===== src/rtl/i2c_tgt_pkg.sv =====
package i2c_tgt_pkg;

    typedef enum logic [3:0] {
        ST_IDLE,
        ST_START_WAIT,
        ST_ADDR,
        ST_ADDR_ACK,
        ST_TX_BYTE,
        ST_TX_ACK,
        ST_RX_BYTE,
        ST_RX_ACK
    } tgt_state_e;

endpackage


===== src/rtl/i2c_tgt_sync.sv =====
module i2c_tgt_sync #(
    parameter int W      = 2,
    parameter int STAGES = 2
) (
    input  logic         clk,
    input  logic         rst_n,
    input  logic [W-1:0] d,
    output logic [W-1:0] q
);
    // Idle bus level is high, so the flops reset to ones.
    logic [W-1:0] stg [STAGES];

    for (genvar g = 0; g < STAGES; g++) begin : g_stage
        if (g == 0) begin : g_first
            always_ff @(posedge clk or negedge rst_n) begin
                if (!rst_n) stg[0] <= '1;
                else        stg[0] <= d;
            end
        end else begin : g_next
            always_ff @(posedge clk or negedge rst_n) begin
                if (!rst_n) stg[g] <= '1;
                else        stg[g] <= stg[g-1];
            end
        end
    end

    assign q = stg[STAGES-1];

endmodule


===== src/rtl/i2c_tgt_fifo.sv =====
module i2c_tgt_fifo #(
    parameter int DW    = 8,
    parameter int DEPTH = 4
) (
    input  logic          clk,
    input  logic          rst_n,
    input  logic          wr_en,
    input  logic [DW-1:0] wr_data,
    output logic          full,
    input  logic          rd_en,
    output logic [DW-1:0] rd_data,
    output logic          empty
);
    localparam int AW = $clog2(DEPTH);

    logic [DW-1:0] mem [DEPTH];
    logic [AW-1:0] head, tail;
    logic [AW-1:0] head_nxt, tail_nxt;

    // Index advances before use; one slot is never filled.
    assign head_nxt = head + AW'(1);
    assign tail_nxt = tail + AW'(1);
    assign full     = (head_nxt == tail);
    assign empty    = (head == tail);
    assign rd_data  = mem[tail_nxt];

    always_ff @(posedge clk or negedge rst_n) begin
        if (!rst_n) begin
            head <= '0;
            tail <= '0;
        end else begin
            if (wr_en && !full)  head <= head_nxt;
            if (rd_en && !empty) tail <= tail_nxt;
        end
    end

    always_ff @(posedge clk) begin
        if (wr_en && !full) mem[head_nxt] <= wr_data;
    end

    // a push into a full buffer is refused, so it stays full.
    a_r12_full_holds: assert property (@(posedge clk) disable iff (!rst_n)
        (full && !rd_en) |=> full);

    // an empty buffer stays empty unless something is pushed.
    a_r13_empty_holds: assert property (@(posedge clk) disable iff (!rst_n)
        (empty && !wr_en) |=> empty);

endmodule


===== src/rtl/i2c_tgt_engine.sv =====
module i2c_tgt_engine
    import i2c_tgt_pkg::*;
#(
    parameter int DATA_W    = 8,
    parameter int TX_DEPTH  = 4,
    parameter int RX_DEPTH  = 16,
    parameter int STRETCH   = 2,
    parameter int SYNC_FF   = 2
) (
    input  logic              clk,
    input  logic              rst_n,
    input  logic [DATA_W-2:0] own_addr,
    input  logic              scl_in,
    input  logic              sda_in,
    output logic              scl_oe,
    output logic              sda_oe,
    input  logic [DATA_W-1:0] tx_data,
    input  logic              tx_push,
    output logic              tx_ready,
    output logic [DATA_W-1:0] rx_data,
    output logic              rx_valid,
    input  logic              rx_pop
);
    localparam int BYTE_EDGES = 2 * DATA_W;
    localparam int ACK_EDGES  = 2;
    localparam int CNT_W      = $clog2(BYTE_EDGES + 1);
    localparam int HOLD_W     = $clog2(STRETCH + 1);

    // ---------------- line sampling ----------------
    logic [1:0] line_s;
    logic       scl_s, sda_s, scl_d, sda_d;

    i2c_tgt_sync #(.W(2), .STAGES(SYNC_FF)) u_sync (
        .clk   (clk),
        .rst_n (rst_n),
        .d     ({scl_in, sda_in}),
        .q     (line_s)
    );

    assign scl_s = line_s[1];
    assign sda_s = line_s[0];

    always_ff @(posedge clk or negedge rst_n) begin
        if (!rst_n) begin
            scl_d <= 1'b1;
            sda_d <= 1'b1;
        end else begin
            scl_d <= scl_s;
            sda_d <= sda_s;
        end
    end

    logic scl_rise, scl_fall, start_det, stop_det;
    assign scl_rise  =  scl_s & ~scl_d;
    assign scl_fall  = ~scl_s &  scl_d;
    assign start_det =  scl_s &  scl_d &  sda_d & ~sda_s;
    assign stop_det  =  scl_s &  scl_d & ~sda_d &  sda_s;

    // ---------------- FIFOs ----------------
    logic              tx_full, tx_empty, tx_pop_int;
    logic [DATA_W-1:0] tx_head_byte;
    logic              rx_full, rx_empty, rx_push_int;
    logic [DATA_W-1:0] shreg;

    i2c_tgt_fifo #(.DW(DATA_W), .DEPTH(TX_DEPTH)) u_tx_fifo (
        .clk     (clk),
        .rst_n   (rst_n),
        .wr_en   (tx_push),
        .wr_data (tx_data),
        .full    (tx_full),
        .rd_en   (tx_pop_int),
        .rd_data (tx_head_byte),
        .empty   (tx_empty)
    );

    // A byte arriving while the receive buffer is full is discarded.
    i2c_tgt_fifo #(.DW(DATA_W), .DEPTH(RX_DEPTH)) u_rx_fifo (
        .clk     (clk),
        .rst_n   (rst_n),
        .wr_en   (rx_push_int),
        .wr_data (shreg),
        .full    (rx_full),
        .rd_en   (rx_pop),
        .rd_data (rx_data),
        .empty   (rx_empty)
    );

    assign tx_ready = !tx_full;
    assign rx_valid = !rx_empty;

    // ---------------- state machine ----------------
    tgt_state_e        state, nxt;
    logic [CNT_W-1:0]  edge_cnt, cnt_inc, phase_len;
    logic [HOLD_W-1:0] hold_cnt;
    logic              dir_rd, ack_bit;
    logic              active, phase_end, addr_hit, enter_hold;

    always_comb begin
        active     = !(state inside {ST_IDLE, ST_START_WAIT});
        phase_len  = (state inside {ST_ADDR, ST_TX_BYTE, ST_RX_BYTE})
                     ? CNT_W'(BYTE_EDGES) : CNT_W'(ACK_EDGES);
        cnt_inc    = edge_cnt + CNT_W'(1);
        phase_end  = active && scl_fall && (cnt_inc == phase_len);
        addr_hit   = (shreg == '0) || (shreg[DATA_W-1:1] == own_addr);

        nxt = state;
        unique case (state)
            ST_IDLE:       nxt = ST_IDLE;
            ST_START_WAIT: if (scl_fall) nxt = ST_ADDR;
            ST_ADDR:       if (phase_end) nxt = addr_hit ? ST_ADDR_ACK : ST_IDLE;
            ST_ADDR_ACK:   if (phase_end) nxt = !dir_rd ? ST_RX_BYTE :
                                                (tx_empty ? ST_IDLE : ST_TX_BYTE);
            ST_TX_BYTE:    if (phase_end) nxt = ST_TX_ACK;
            ST_TX_ACK:     if (phase_end) nxt = (!ack_bit && !tx_empty) ? ST_TX_BYTE : ST_IDLE;
            ST_RX_BYTE:    if (phase_end) nxt = ST_RX_ACK;
            ST_RX_ACK:     if (phase_end) nxt = ST_RX_BYTE;
        endcase
        if (stop_det)  nxt = ST_IDLE;
        if (start_det) nxt = ST_START_WAIT;

        enter_hold  = (nxt != state) && !(nxt inside {ST_IDLE, ST_START_WAIT});
        tx_pop_int  = (nxt == ST_TX_BYTE) && (state != ST_TX_BYTE);
        rx_push_int = (state == ST_RX_BYTE) && phase_end && !start_det && !stop_det;
    end

    always_ff @(posedge clk or negedge rst_n) begin
        if (!rst_n) begin
            state    <= ST_IDLE;
            edge_cnt <= '0;
            hold_cnt <= '0;
            shreg    <= '0;
            dir_rd   <= 1'b0;
            ack_bit  <= 1'b1;
        end else begin
            state <= nxt;

            if (nxt != state)                 edge_cnt <= '0;
            else if (scl_rise || scl_fall)    edge_cnt <= cnt_inc;

            if (nxt inside {ST_IDLE, ST_START_WAIT}) hold_cnt <= '0;
            else if (enter_hold)                     hold_cnt <= HOLD_W'(STRETCH);
            else if (hold_cnt != '0)                 hold_cnt <= hold_cnt - HOLD_W'(1);

            if (tx_pop_int)
                shreg <= tx_head_byte;
            else if (scl_rise && (state inside {ST_ADDR, ST_RX_BYTE}))
                shreg <= {shreg[DATA_W-2:0], sda_s};
            else if (scl_fall && state == ST_TX_BYTE)
                shreg <= {shreg[DATA_W-2:0], 1'b1};

            if (state == ST_ADDR && phase_end) dir_rd  <= shreg[0];
            if (state == ST_TX_ACK && scl_rise) ack_bit <= sda_s;
        end
    end

    // ---------------- outputs ----------------
    always_comb begin
        scl_oe = (hold_cnt != '0);
        unique case (state)
            ST_ADDR_ACK, ST_RX_ACK: sda_oe = 1'b1;
            ST_TX_BYTE:             sda_oe = ~shreg[DATA_W-1];
            default:                sda_oe = 1'b0;
        endcase
    end

    // ---------------- assertions ----------------
    // stretching never outlives an active transfer.
    a_r9_idle_no_stretch: assert property (@(posedge clk) disable iff (!rst_n)
        (state == ST_IDLE) |-> !scl_oe);

    // after a STOP both lines are released.
    a_r10_stop_releases: assert property (@(posedge clk) disable iff (!rst_n)
        stop_det |=> (!sda_oe && !scl_oe));

    // a START from any state restarts at the address phase.
    a_r11_restart: assert property (@(posedge clk) disable iff (!rst_n)
        start_det |=> (state == ST_START_WAIT));

    // an address miss ends in idle.
    a_r4_miss_idle: assert property (@(posedge clk) disable iff (!rst_n)
        (state == ST_ADDR && phase_end && !addr_hit && !start_det) |=> (state == ST_IDLE));

    // SDA is newly pulled low only while SCL is low.
    a_r6_sda_change_scl_low: assert property (@(posedge clk) disable iff (!rst_n)
        $rose(sda_oe) |-> !scl_s);

endmodule


===== config.mk =====
export PLATFORM = sky130hd
export DESIGN_NAME = i2c_tgt_engine
export DESIGN_NICKNAME = d
export VERILOG_FILES = /design/src/rtl/i2c_tgt_pkg.sv /design/src/rtl/i2c_tgt_sync.sv /design/src/rtl/i2c_tgt_fifo.sv /design/src/rtl/i2c_tgt_engine.sv
export SDC_FILE = /design/constraint.sdc
export NUM_CORES = 1
export LEC_CHECK = 0
export BUFFER_PORTS_ARGS = -buffer_cell sky130_fd_sc_hd__buf_2
export CAP_MARGIN = 20
export CORE_MARGIN = 3
export CORE_UTILIZATION = 48
export CTS_BUF_LIST = sky130_fd_sc_hd__clkbuf_8
export DETAILED_ROUTE_END_ITERATION = 7
export PLACE_DENSITY = 0.72
export SLEW_MARGIN = 20
export SYNTH_ARGS = -nofsm -noshare
export SYNTH_HDL_FRONTEND = slang
export SYNTH_SLANG_ARGS = --single-unit

===== constraint.sdc =====
create_clock -name clk -period 8.9 [get_ports clk]
set_input_delay 0.89 -clock clk [delete_from_list [all_inputs] [get_ports clk]]
set_output_delay 0.89 -clock clk [all_outputs]
set_load 0.02 [all_outputs]

# Word-level counts from Yosys, hierarchy flattened
# Memories as Yosys holds them, arrays and structs flattened.
# Cells that the tools add are included.
[totals]
inputBits = 21
register_bits = 39
mem_bits_rw = 160
out_inout_bits = 12
mem_count = 2
elab_cells = 118
[mem_list]
columns = ["name", "depth", "width", "rd", "rd_ports_with_merged_regs", "wr", "line", "rtl"]
rows = [
  ["u_rx_fifo.mem", 16, 8, 1, 0, 1, "i2c_tgt_fifo.sv:16", "logic [DW-1:0] mem [DEPTH];"],
  ["u_tx_fifo.mem", 4, 8, 1, 0, 1, "i2c_tgt_fifo.sv:16", ""],
]
[classes]
addsub = 6
eq_ne = 17
reduce_logical = 39
bitwise = 12
muxes = 28
[ops]
columns = ["op", "count"]
rows = [
  ["2-to-1 mux 4 bit", 9],
  ["case mux 4 bit (8 select lines)", 1],
  ["2-to-1 mux 8 bit", 3],
  ["== test 4 x 3 -> 1 bit (second input constant)", 5],
  ["logical AND 1 bit", 16],
  ["2-to-1 mux 5 bit", 3],
  ["nonzero test 2 bit", 5],
  ["zero test 1 bit", 9],
  ["2-to-1 mux 3 bit", 3],
  ["nonzero test 3 bit", 3],
  ["adder 4 x 1 -> 4 bit (second input constant)", 2],
  ["== test 4 x 1 -> 1 bit (second input constant)", 2],
  ["== test 4 x 2 -> 1 bit (second input constant)", 2],
  ["== test 4 bit", 2],
  ["zero test 4 bit", 2],
  ["zero test 8 bit", 1],
  ["2-to-1 mux 2 bit", 4],
  ["bitwise AND 1 bit", 7],
  ["== test 7 bit", 1],
  ["adder 5 x 1 -> 5 bit (second input constant)", 1],
  ["== test 5 bit", 1],
  ["NOT 1 bit", 5],
  ["adder 2 x 1 -> 2 bit (second input constant)", 2],
  ["== test 2 bit", 2],
  ["7 further kinds", 11],
]

# Longest topological paths before layout
# Gate-level depths: netlist (run 1).
[logic_depth]
ltp_word = 15
ltp_mapped = 9
mapped_depth_nobuf = 9

# Hierarchy
# Synthesis (run 1) repeated with hierarchy kept, for this count alone.
[hier_totals]
cells_unflattened = 545
area_unflattened_um2 = 9082.5
[modules_own_cells]
columns = ["module", "cells_each", "n_inst", "area_per_inst_um2", "seq_area_each_um2"]
rows = [
  ["i2c_tgt_fifo (u_rx_fifo)", 288, 1, 5734.2, 4043.9],
  ["i2c_tgt_engine", 175, 1, 1719.1, 579.3],
  ["i2c_tgt_fifo (u_tx_fifo)", 76, 1, 1508.9, 1061.0],
  ["i2c_tgt_sync", 6, 1, 120.1, 105.1],
]

# Worst setup path before layout (run 1)
# Ideal clock, no wire load.
[synth_path]
kind = "register to output"
startpoint = "register u_rx_fifo.tail[0]"
endpoint = "output port rx_data[0]"
t_required_ns = 8.010
stages_incl_launch_ff = 5
arrival_ns = 2.333
n_path_buf = 2
setup_slack_ns = 5.677
path_cell_list = "dfrtp_1 -> clkbuf_1 -> buf_1 -> mux4_2 -> mux4_2"
[synth_between]
elab_chain_cells = 2
[synth_rtl]
columns = ["item", "line", "rtl"]
rows = [
  ["start, declared", "i2c_tgt_fifo.sv:17", "logic [AW-1:0] head, tail;"],
  ["start signal, assigned", "i2c_tgt_fifo.sv:33", "if (rd_en && !empty) tail <= tail_nxt;"],
  ["adder 4 x 1 -> 4 bit", "i2c_tgt_fifo.sv:22", "assign tail_nxt = tail + AW'(1);"],
  ["memory read (16 x 8 bit)", "n/a", ""],
  ["end, declared", "i2c_tgt_engine.sv:20", "output logic [DATA_W-1:0] rx_data,"],
]
# Every way passes these cells.

# Worst setup path after layout (run 1)
[layout_path]
startpoint = "register u_rx_fifo.tail[0]"
endpoint = "output port rx_data[7]"
[layout_between]
elab_chain_cells = 2
[layout_rtl]
columns = ["item", "line", "rtl"]
rows = [
  ["adder 4 x 1 -> 4 bit", "i2c_tgt_fifo.sv:22", ""],
  ["net u_rx_fifo.tail_nxt[1]", "i2c_tgt_fifo.sv:18", "logic [AW-1:0] head_nxt, tail_nxt;"],
  ["memory read (16 x 8 bit)", "n/a", ""],
]
# The timed path passes the listed nets, and every way through them passes these cells.

==> results_dict.tcl, run 1 <==
set metrics [dict create \
    mostFrequentLayoutCells "edfxtp_1, mux4_2, buf_2" \
    synth_top_area_cell "edfxtp_1" \
    place_congestion 0.862 \
    syn_to_final_growth_pct 9.83 \
    start_kind "register" \
    hp-class "register to register" \
    syn_avg_cell_area_sq_um 17.5 \
    setup_violations 0 \
    diodes 0 \
    slew_headroom 0.399 \
    synthTopCellsByArea "edfxtp_1, mux4_2, dfrtp_1" \
    grt-ovfl-total 0 \
    die-area_sq_um 19500 \
    seq_area_frac_synth 0.677 \
    synth-simple-area-share 0.0680 \
    synth_mux_area_frac 0.152 \
    cts_tree "built" \
    max_cap_violations 0 \
    cts-hold-fix-buffers 0 \
    post_cts_buffers 0 \
    ant_nets 0 \
    firstDrtPassIters 5 \
    yosysWarningCount 0 \
    ir_worst_vdd_mv 0.143 \
    grt_start_max_net_pins 40 \
    grt_pass1_vias 4541 \
    final.setup_skew_ns 0.0156 \
    yosys_register_bits 199 \
    synthCells 488 \
    ys_types 53 \
    ioPinCount 33 \
    path_clk_slew_ns 0.11 \
    totalWireLength_mm 16.6 \
    mostFrequentLayoutCell "edfxtp_1" \
    core_sq_um 17400 \
    required_ns 8.01 \
    synth_xor_area_frac 0.0407 \
    end_kind "output port" \
    track_usage 0.178 \
    finalHoldViolCount 0 \
    finalCritPeriodShare 0.484 \
    vias_per_cell 5.71 \
    synth_area_sq_um 8550 \
    status "complete, no violations" \
    drive_gt1_frac 0.270 \
    cts_buffer_depth 2 \
    place_inst 730 \
    synthArstFlopShare 0.196 \
    cts_buffers 17 \
    fin_worst_hold_slack_ns 0.366 \
    slew_violations 0 \
    numPortBuffers 32 \
    criticalPathCategory "register to output port" \
    cts_sinks 199 \
    synth_top_family_by_area "multiplexers" \
    synth_edf_count 160 \
    h-tree-depth 4 \
    p_leak_nw 3.61 \
    path_max_fanout 36 \
    synth-compound-area-share 0.0258 \
    fin_cells 762 \
    via_count 4351 \
    fin_util 0.541 \
    crit_arrival_ns 3.41 \
    tightest_slew_ns 0.902 \
    die_y_um 139 \
    die_w_um 139 \
    layout_min_cycle_time_ns 4.30 \
    power.density_nw_per_um2 189 \
    synth_fa_ha_area_frac 0.0219 \
    fin_tns_setup_ns 0 \
    grt_pass1_wl_mm 26.0 \
    antenna_found_initial 0 \
    nNetsFinal 560 \
    synth_top_area_share 0.562 \
    clkLatencyLatePin_ns 0.47 \
    initial_utilization 0.493 \
    rows 48 \
    synth_ff_type "edfxtp_1" \
    cts_root_buf "clkbuf_8" \
    drt_iter0_markers 373 \
    grt_setup_unrepaired "no" \
    syn-num-nets 524 \
    routedWlPerCell_um 21.8 \
    cts_resized 0 \
    drc_errors 0 \
    dp_hpwl_mm 10.7 \
    fmax_ghz 0.232 \
]
layer usage:
metal  track usage  routed length [um]  up-vias
met5             0                   0        -
met4        0.0608                 325        0
met3        0.0436                 850       23
met2         0.294                8440      144
met1         0.233                6980     2204
li1              -                   -     1980
flip-flops by register name, summed over array words and instances (netlist names), 2 cells and up:
| register | cells |
|---|---|
| u_rx_fifo.mem | 128 |
| u_sync.q | 2 |
| u_tx_fifo.mem | 32 |
| u_sync.stg | 2 |
| shreg | 8 |
| edge_cnt | 5 |
| u_tx_fifo.head | 2 |
| state | 4 |
| u_rx_fifo.tail | 4 |
| u_tx_fifo.tail | 2 |
| hold_cnt | 2 |
| u_rx_fifo.head | 4 |
power by group:
part	switching, W	total, W	internal, W	leakage [nW]
clock network	0.000345	0.000612	0.000267	0.220
registers	0.0000157	0.00105	0.00104	2.28
logic	0.0000684	0.000109	0.0000410	1.10
stage by stage:
| step | total power (W) | setup WS (ns) | instance area (sq um) |
|---|---|---|---|
| 2_1_floorplan | 0.00114 | 5.68 | 8550 |
| 3_3_place_gp | 0.00118 | 5.17 | 8950 |
| 3_5_place_dp | 0.00118 | 5.03 | 8950 |
| 4_1_cts | 0.00179 | 4.52 | 9380 |
| 5_1_grt | 0.00184 | 4.36 | 9390 |
| 6_report | 0.00177 | 4.60 | 9390 |
cells in the mapped netlist (all sizes together) (7+ instances only):
cell and instances:
dfstp 7, xor2 12, clkbuf 13, xnor2 25, and2 18, inv 13
dfrtp 32, mux2 17, mux4 48, nand3 11, nor2 17, edfxtp 160
nand2 18, ha 15
cell type report:
type / count / area [sq um]
repair buffers: 35 / 183
well taps: 225 / 282
clock buffers: 17 / 234
multi-input cells: 258 / 2650
flip-flops and latches: 199 / 5790
inverters: 13 / 48.8
fillers: 1331 / 7970
clock inverters: 15 / 203
final timing paths:
check / startpoint / endpoint / slack, ns / cells after the start
worst max register to register: edge_cnt[0] / u_rx_fifo.mem[1][1] / 5.39 / 7
max in group asynchronous: rst_n / u_rx_fifo.tail[0] / 7.73 / 1
min in group asynchronous: rst_n / hold_cnt[0] / 0.54 / 1
worst min-delay path: u_sync.stg[3] / u_sync.q[1] / 0.37 / 0
worst max-delay path: u_rx_fifo.tail[0] / rx_data[7] / 4.60 / 6
worst min register to register: u_sync.stg[3] / u_sync.q[1] / 0.37 / 0
critical path: stages (launching register included):
cell and delay, ns:
dfrtp_2 0.35, buf_4 0.55, ha_1 0.63, buf_4 0.41, mux4_2 0.36, mux4_2 0.46
buf_2 0.17
logic make-up after synthesis:
family,after synthesis
flops,199
compound gates,31
xor+xnor,38
buf+inv,31
other cells,1
mux,68
fa+ha+maj,15
simple gates,105
Power figures use the tool's default switching activity.
==> run 2: changes to the inputs <==
--- a/config.mk
+++ b/config.mk
@@ -5,6 +5,7 @@
 export SDC_FILE = /design/constraint.sdc
 export NUM_CORES = 1
 export LEC_CHECK = 0
+export ABC_AREA = 1
 export BUFFER_PORTS_ARGS = -buffer_cell sky130_fd_sc_hd__buf_2
 export CAP_MARGIN = 20
 export CORE_MARGIN = 3
==> constraint.sdc (replaced) <==
create_clock -name clk -period 4.2 [get_ports clk]
set_input_delay 0.42 -clock clk [delete_from_list [all_inputs] [get_ports clk]]
set_output_delay 0.42 -clock clk [all_outputs]
set_load 0.02 [all_outputs]
==> results_dict.tcl, run 2 <==
set metrics [dict create \
    status "complete, no violations" \
    grt_setup_unrepaired "no" \
    tightest_slew_ns 0.876 \
    synth_edf_count 160 \
    post_cts_buffers 0 \
    diodes 0 \
    cts_sinks 199 \
    largest_register_ffs 128 \
    max_cap_violations 0 \
    fin_tns_setup_ns 0 \
    synth_area_sq_um 8870 \
    p_leak_nw 3.69 \
    clkLatencyLatePin_ns 0.47 \
    synth_mux_area_frac 0.0114 \
    place_congestion 0.932 \
    grt-ovfl-total 0 \
    rows 49 \
    seq_area_frac_synth 0.652 \
    fin_cells 1078 \
    routedWlPerCell_um 17.1 \
    power.density_nw_per_um2 554 \
    cts_tree "built" \
    syn-num-nets 836 \
    h-tree-depth 4 \
    ioPinCount 33 \
    cts_buffers 17 \
    nNetsFinal 872 \
    grt_pass1_wl_mm 29.5 \
    grt_pass1_vias 5640 \
    criticalPathCategory "register to output port" \
    p_int_w 0.00327 \
    cts-hold-fix-buffers 0 \
    p_switching_w 0.00208 \
    drc_errors 0 \
    required_ns 3.78 \
    layout_min_cycle_time_ns 3.23 \
    yosysWarningCount 0 \
    slew_headroom 0.416 \
    syn_to_final_growth_pct 8.87 \
    fmax_ghz 0.309 \
    path_clk_slew_ns 0.10 \
    synthTopCellsByArea "edfxtp_1, dfrtp_1, nor2_1" \
    power_switching_share 0.388 \
    die_y_um 142 \
    fin_util 0.534 \
    ys_top_cells_by_count "edfxtp_1, nor2_1, nand2_1" \
    fin_worst_hold_slack_ns 0.0433 \
    start_kind "register" \
    yosys_register_bits 199 \
    vias_per_cell 5.41 \
    hp-class "input port to register" \
    ys_types 44 \
    synth_xor_area_frac 0.0168 \
    mostFrequentLayoutCells "edfxtp_1, nor2_1, nand2_1" \
    drive_gt1_frac 0.140 \
    worstReg2RegStart "shreg[4]" \
    initial_utilization 0.491 \
    dp_hpwl_mm 12.0 \
    p_comb_frac 0.361 \
    synth_fa_ha_area_frac 0.0212 \
    crit_arrival_ns 2.81 \
    slew_violations 0 \
    grt_start_max_net_pins 53 \
    synthCells 800 \
    drt_iter0_markers 479 \
    core_sq_um 18100 \
    path_max_fanout 23 \
    die_w_um 142 \
    firstDrtPassIters 5 \
    synth_top_area_share 0.541 \
    synth_top_area_cell "edfxtp_1" \
    totalWireLength_mm 18.4 \
    yosysMostFrequentCell "edfxtp_1" \
    p_clk_frac 0.209 \
    end_kind "output port" \
    ir_worst_vdd_mv 0.372 \
    track_usage 0.190 \
    finalHoldViolCount 0 \
    die-area_sq_um 20200 \
    place_inst 1046 \
    numPortBuffers 32 \
    cts_root_buf "clkbuf_8" \
    final_area_sq_um 9660 \
    via_count 5834 \
    synth-simple-area-share 0.156 \
    largest_register "u_rx_fifo.mem" \
    setup_violations 0 \
    synth_ff_type "edfxtp_1" \
    synth_top_family_by_area "simple AND/OR/NAND/NOR gates" \
    ant_nets 0 \
    cts_buffer_depth 2 \
    p_seq_frac 0.430 \
    final.setup_skew_ns 0.0123 \
    holdCritStartpoint "sda_in" \
    antenna_found_initial 0 \
    critical_path.startpoint "u_rx_fifo.tail[0]" \
    synthArstFlopShare 0.196 \
    mostFrequentLayoutCell "edfxtp_1" \
    dpl_cell_area_sq_um 9300 \
    cts_resized 0 \
    syn_avg_cell_area_sq_um 11.1 \
    synth-compound-area-share 0.0960 \
    finalCritPeriodShare 0.770 \
    reg_top3 "u_rx_fifo.mem: 128 flops, u_tx_fifo.mem: 32 flops, shreg: 8 flops" \
]
run 2: cell types whose count changed in the layout (fill, tap and decap cells not counted), sizes merged, moves of 7 or more:
cell / previous run / this run
and2: 18 / 0
buf: 35 / 47
inv: 20 / 72
mux2: 17 / 1
mux4: 48 / 0
nand2: 18 / 126
nand3: 11 / 34
nand4: 4 / 11
nor2: 17 / 148
o211ai: 1 / 10
o21ai: 5 / 73
o221ai: 0 / 9
o32ai: 0 / 23
xnor2: 25 / 8
run 2: cell families after synthesis:
family | after synthesis
AO/OA/AOI/OAI | 133
adder cells (fa/ha/maj) | 15
buffers and inverters | 102
flip-flops | 199
XOR/XNOR | 17
other | 1
multiplexers | 10
AND/OR/NAND/NOR | 323
run 2: metal layers:
| layer | up-vias | GRT usage | routed length, um |
|---|---|---|---|
| li1 | 2850 | - | - |
| met1 | 2787 | 0.249 | 8150 |
| met2 | 168 | 0.317 | 9040 |
| met3 | 29 | 0.0386 | 899 |
| met4 | 0 | 0.0667 | 316 |
| met5 | - | 0 | 0 |
run 2: final timing paths:
kind                                      to  slack (ns)  cells after the start
max                               rx_data[7]        0.97                      7
min                            u_sync.stg[2]        0.04                      1
max reg2reg                         shreg[5]        1.17                     15
min reg2reg                      u_sync.q[0]        0.36                      0
max in group asynchronous  u_rx_fifo.tail[0]        3.55                      1
min in group asynchronous        edge_cnt[2]        0.05                      1
run 2: area by class of cell:
type                    instances  area, sq um
flip-flops and latches        199         5790
repair buffers                 47          273
fillers                      1553         8430
well taps                     229          287
clock inverters                13         97.6
clock buffers                  19          262
multi-input cells             499         2680
inverters                      72          272
run 2: power groups by stage:
stage                     Sequential (W)  Clock (W)  Combinational [W]
after CTS                        0.00230    0.00114            0.00194
after detailed placement         0.00234          0            0.00192
final                            0.00230    0.00112            0.00193
after global routing             0.00231    0.00122            0.00213
after floorplan                  0.00231          0            0.00133
after global placement           0.00234          0            0.00190
run 2: per-stage QoR:
stage | total power (W) | setup WS [ns]
detailed placement | 0.00427 | 1.17
CTS | 0.00537 | 0.922
finish | 0.00535 | 0.966
floorplan | 0.00364 | 1.78
global route | 0.00566 | 0.777
global placement | 0.00424 | 1.22
run 2: worst max-delay path: stages, from the launching register on:
cell and delay (ns):
dfrtp_2 0.55, ha_1 0.26, xnor2_1 0.13, inv_1 0.56, o221ai_1 0.25, o211ai_1 0.17
o21ai_0 0.21, buf_2 0.21
==> run 3: changes to the inputs <==
--- a/config.mk
+++ b/config.mk
@@ -5,14 +5,14 @@
 export SDC_FILE = /design/constraint.sdc
 export NUM_CORES = 1
 export LEC_CHECK = 0
-export ABC_AREA = 1
+export ABC_AREA = 0
 export BUFFER_PORTS_ARGS = -buffer_cell sky130_fd_sc_hd__buf_2
 export CAP_MARGIN = 20
 export CORE_MARGIN = 3
 export CORE_UTILIZATION = 48
 export CTS_BUF_LIST = sky130_fd_sc_hd__clkbuf_8
 export DETAILED_ROUTE_END_ITERATION = 7
-export PLACE_DENSITY = 0.72
+export PLACE_DENSITY = 0.75
 export SLEW_MARGIN = 20
 export SYNTH_ARGS = -nofsm -noshare
 export SYNTH_HDL_FRONTEND = slang
==> constraint.sdc (replaced) <==
create_clock -name clk -period 2.7 [get_ports clk]
set_input_delay 0.27 -clock clk [delete_from_list [all_inputs] [get_ports clk]]
set_output_delay 0.27 -clock clk [all_outputs]
set_load 0.02 [all_outputs]
==> results_dict.tcl, run 3 (synthesis results as in run 1) <==
set metrics [dict create \
    die-area_sq_um 19500 \
    slew_headroom 0.410 \
    finalPower_w 0.00569 \
    firstDrtPassIters 5 \
    largest_register_ffs 128 \
    cts_buffers 17 \
    ioPinCount 33 \
    dp_hpwl_mm 12.0 \
    grt_pass1_wl_mm 28.7 \
    required_ns 2.43 \
    grt_pass1_vias 4932 \
    cts_tree "built" \
    final-seq-area_sq_um 5790 \
    place_inst 765 \
    mostFrequentLayoutCell "edfxtp_1" \
    syn_to_final_growth_pct 19.3 \
    drive_gt1_frac 0.377 \
    slew_violations 0 \
    drc_errors 0 \
    criticalPathCategory "register to output port" \
    track_usage 0.197 \
    ant_nets 0 \
    vias_per_cell 5.76 \
    slowest_stage "mux4_2" \
    antenna_found_initial 0 \
    hp-class "input port to register" \
    cts_buffer_depth 2 \
    fmax_ghz 0.361 \
    p_comb_frac 0.076 \
    grt_start_max_net_pins 40 \
    die_y_um 139 \
    p_leak_nw 4.00 \
    power_switching_share 0.225 \
    multi_input_area_sq_um 2840 \
    finalCritPeriodShare 1.03 \
    layout_min_cycle_time_ns 2.77 \
    power.density_nw_per_um2 557 \
    fin_util 0.588 \
    fin_cells 822 \
    cts_sinks 199 \
    p_clk_frac 0.315 \
    violations "negative setup slack" \
    core_sq_um 17400 \
    cp_common_cell "mux4_2" \
    max_cap_violations 0 \
    start_kind "register" \
    critPathMaxStageDelay_ns 0.50 \
    drt_iter0_markers 495 \
    end_kind "output port" \
    cpLargestDelayFamily "multiplexers" \
    tightest_slew_ns 0.886 \
    rows 48 \
    p_seq_frac 0.609 \
    h-tree-depth 4 \
    crit_arrival_ns 2.50 \
    mostFrequentLayoutCells "edfxtp_1, mux4_2, buf_4" \
    clkLatencyLatePin_ns 0.46 \
    die_w_um 139 \
    initial_utilization 0.493 \
    numPortBuffers 32 \
    diodes 0 \
    place_congestion 0.894 \
    final.setup_skew_ns 0.0173 \
    cts_root_buf "clkbuf_8" \
    via_count 4737 \
    p_switching_w 0.00128 \
    fin_worst_hold_slack_ns 0.0452 \
    grt-ovfl-total 0 \
    setup_violations 84 \
    nNetsFinal 623 \
    dpl_cell_area_sq_um 9280 \
    final_area_sq_um 10200 \
    worst_slack_ns -0.0677 \
    crit_chain "ha_4 > buf_12 > buf_16 > mux4_2 > mux4_2 > buf_6" \
    routedWlPerCell_um 22.5 \
    path_max_fanout 8 \
    num-fill-cells 1265 \
    status "finished with violations" \
    reg_top3 "u_rx_fifo.mem: 128 flops, u_tx_fifo.mem: 32 flops, shreg: 8 flops" \
    critPathBufInv 3 \
    grt_setup_unrepaired "yes" \
    largest_register "u_rx_fifo.mem" \
    ir_worst_vdd_mv 0.505 \
    totalWireLength_mm 18.5 \
    finalHoldViolCount 0 \
    p_int_w 0.00441 \
    path_clk_slew_ns 0.09 \
]
run 3: cell types whose count changed in the layout (fill, tap and decap cells not counted), sizes merged, moves of 18 or more:
cell	before	now
nand2	126	18
nand3	34	11
o32ai	23	0
o21ai	73	5
and2	0	18
nor2	148	17
mux4	0	48
inv	72	16
buf	47	88
run 3: final cells by class:
| cell class | instances | area share |
|---|---|---|
| Clock inverter | 12 | 0.0125 |
| Multi-Input combinational cell | 258 | 0.278 |
| Tap cell | 225 | 0.0276 |
| Inverter | 13 | 0.00478 |
| Timing Repair Buffer | 98 | 0.0865 |
| Sequential cell | 199 | 0.568 |
| Clock buffer | 17 | 0.0229 |
run 3: timing repair:
item,4_1_cts,5_1_grt
gates resized for setup,50,19
cloned,4,1
endpoints found under the hold margin,58,0
pin swaps,8,3
buffers inserted,13,2
endpoints found under the setup margin,144,153
hold buffers,9,0
run 3: power by group through the flow:
stage | Combinational, W | Sequential, W | Clock (W)
floorplan | 0.000256 | 0.00352 | 0
global route | 0.000476 | 0.00348 | 0.00197
CTS | 0.000429 | 0.00346 | 0.00182
finish | 0.000430 | 0.00346 | 0.00179
global placement | 0.000384 | 0.00352 | 0
detailed placement | 0.000396 | 0.00353 | 0
run 3: worst register-to-register path: stages (launching register included):
cell      delay, ns
dfrtp_1        0.39
ha_1           0.31
or4_4          0.49
mux2_4         0.33
buf_6          0.13
nor4_4         0.20
nand2b_1       0.20
nor2_4         0.18
and2_4         0.23
run 3: final timing paths:
kind / cells past startpoint / startpoint / end / slack [ns]
max: 6 / u_rx_fifo.tail[0] / rx_data[5] / -0.07
min: 1 / tx_data[2] / u_tx_fifo.mem[3][2] / 0.05
max reg2reg: 8 / edge_cnt[0] / u_rx_fifo.mem[7][5] / -0.06
min reg2reg: 0 / u_sync.stg[2] / u_sync.q[0] / 0.36
max in group asynchronous: 2 / rst_n / u_rx_fifo.tail[0] / 1.63
min in group asynchronous: 2 / rst_n / edge_cnt[1] / 0.46
run 3: per-layer routing:
layer / up-vias / track usage / wire (um)
met5: - / 0 / 0
met4: 0 / 0.0747 / 610
met3: 50 / 0.0426 / 1260
met2: 229 / 0.324 / 9280
met1: 2357 / 0.261 / 7380
li1: 2101 / - / -
run 3: through the flow:
step | setup TNS [ns] | setup WS [ns]
floorplan | -0.251 | -0.0358
global placement | -4.72 | -0.0927
detailed placement | -14.62 | -0.165
CTS | -3.65 | -0.0998
global route | -13.79 | -0.138
finish | -2.65 | -0.0677
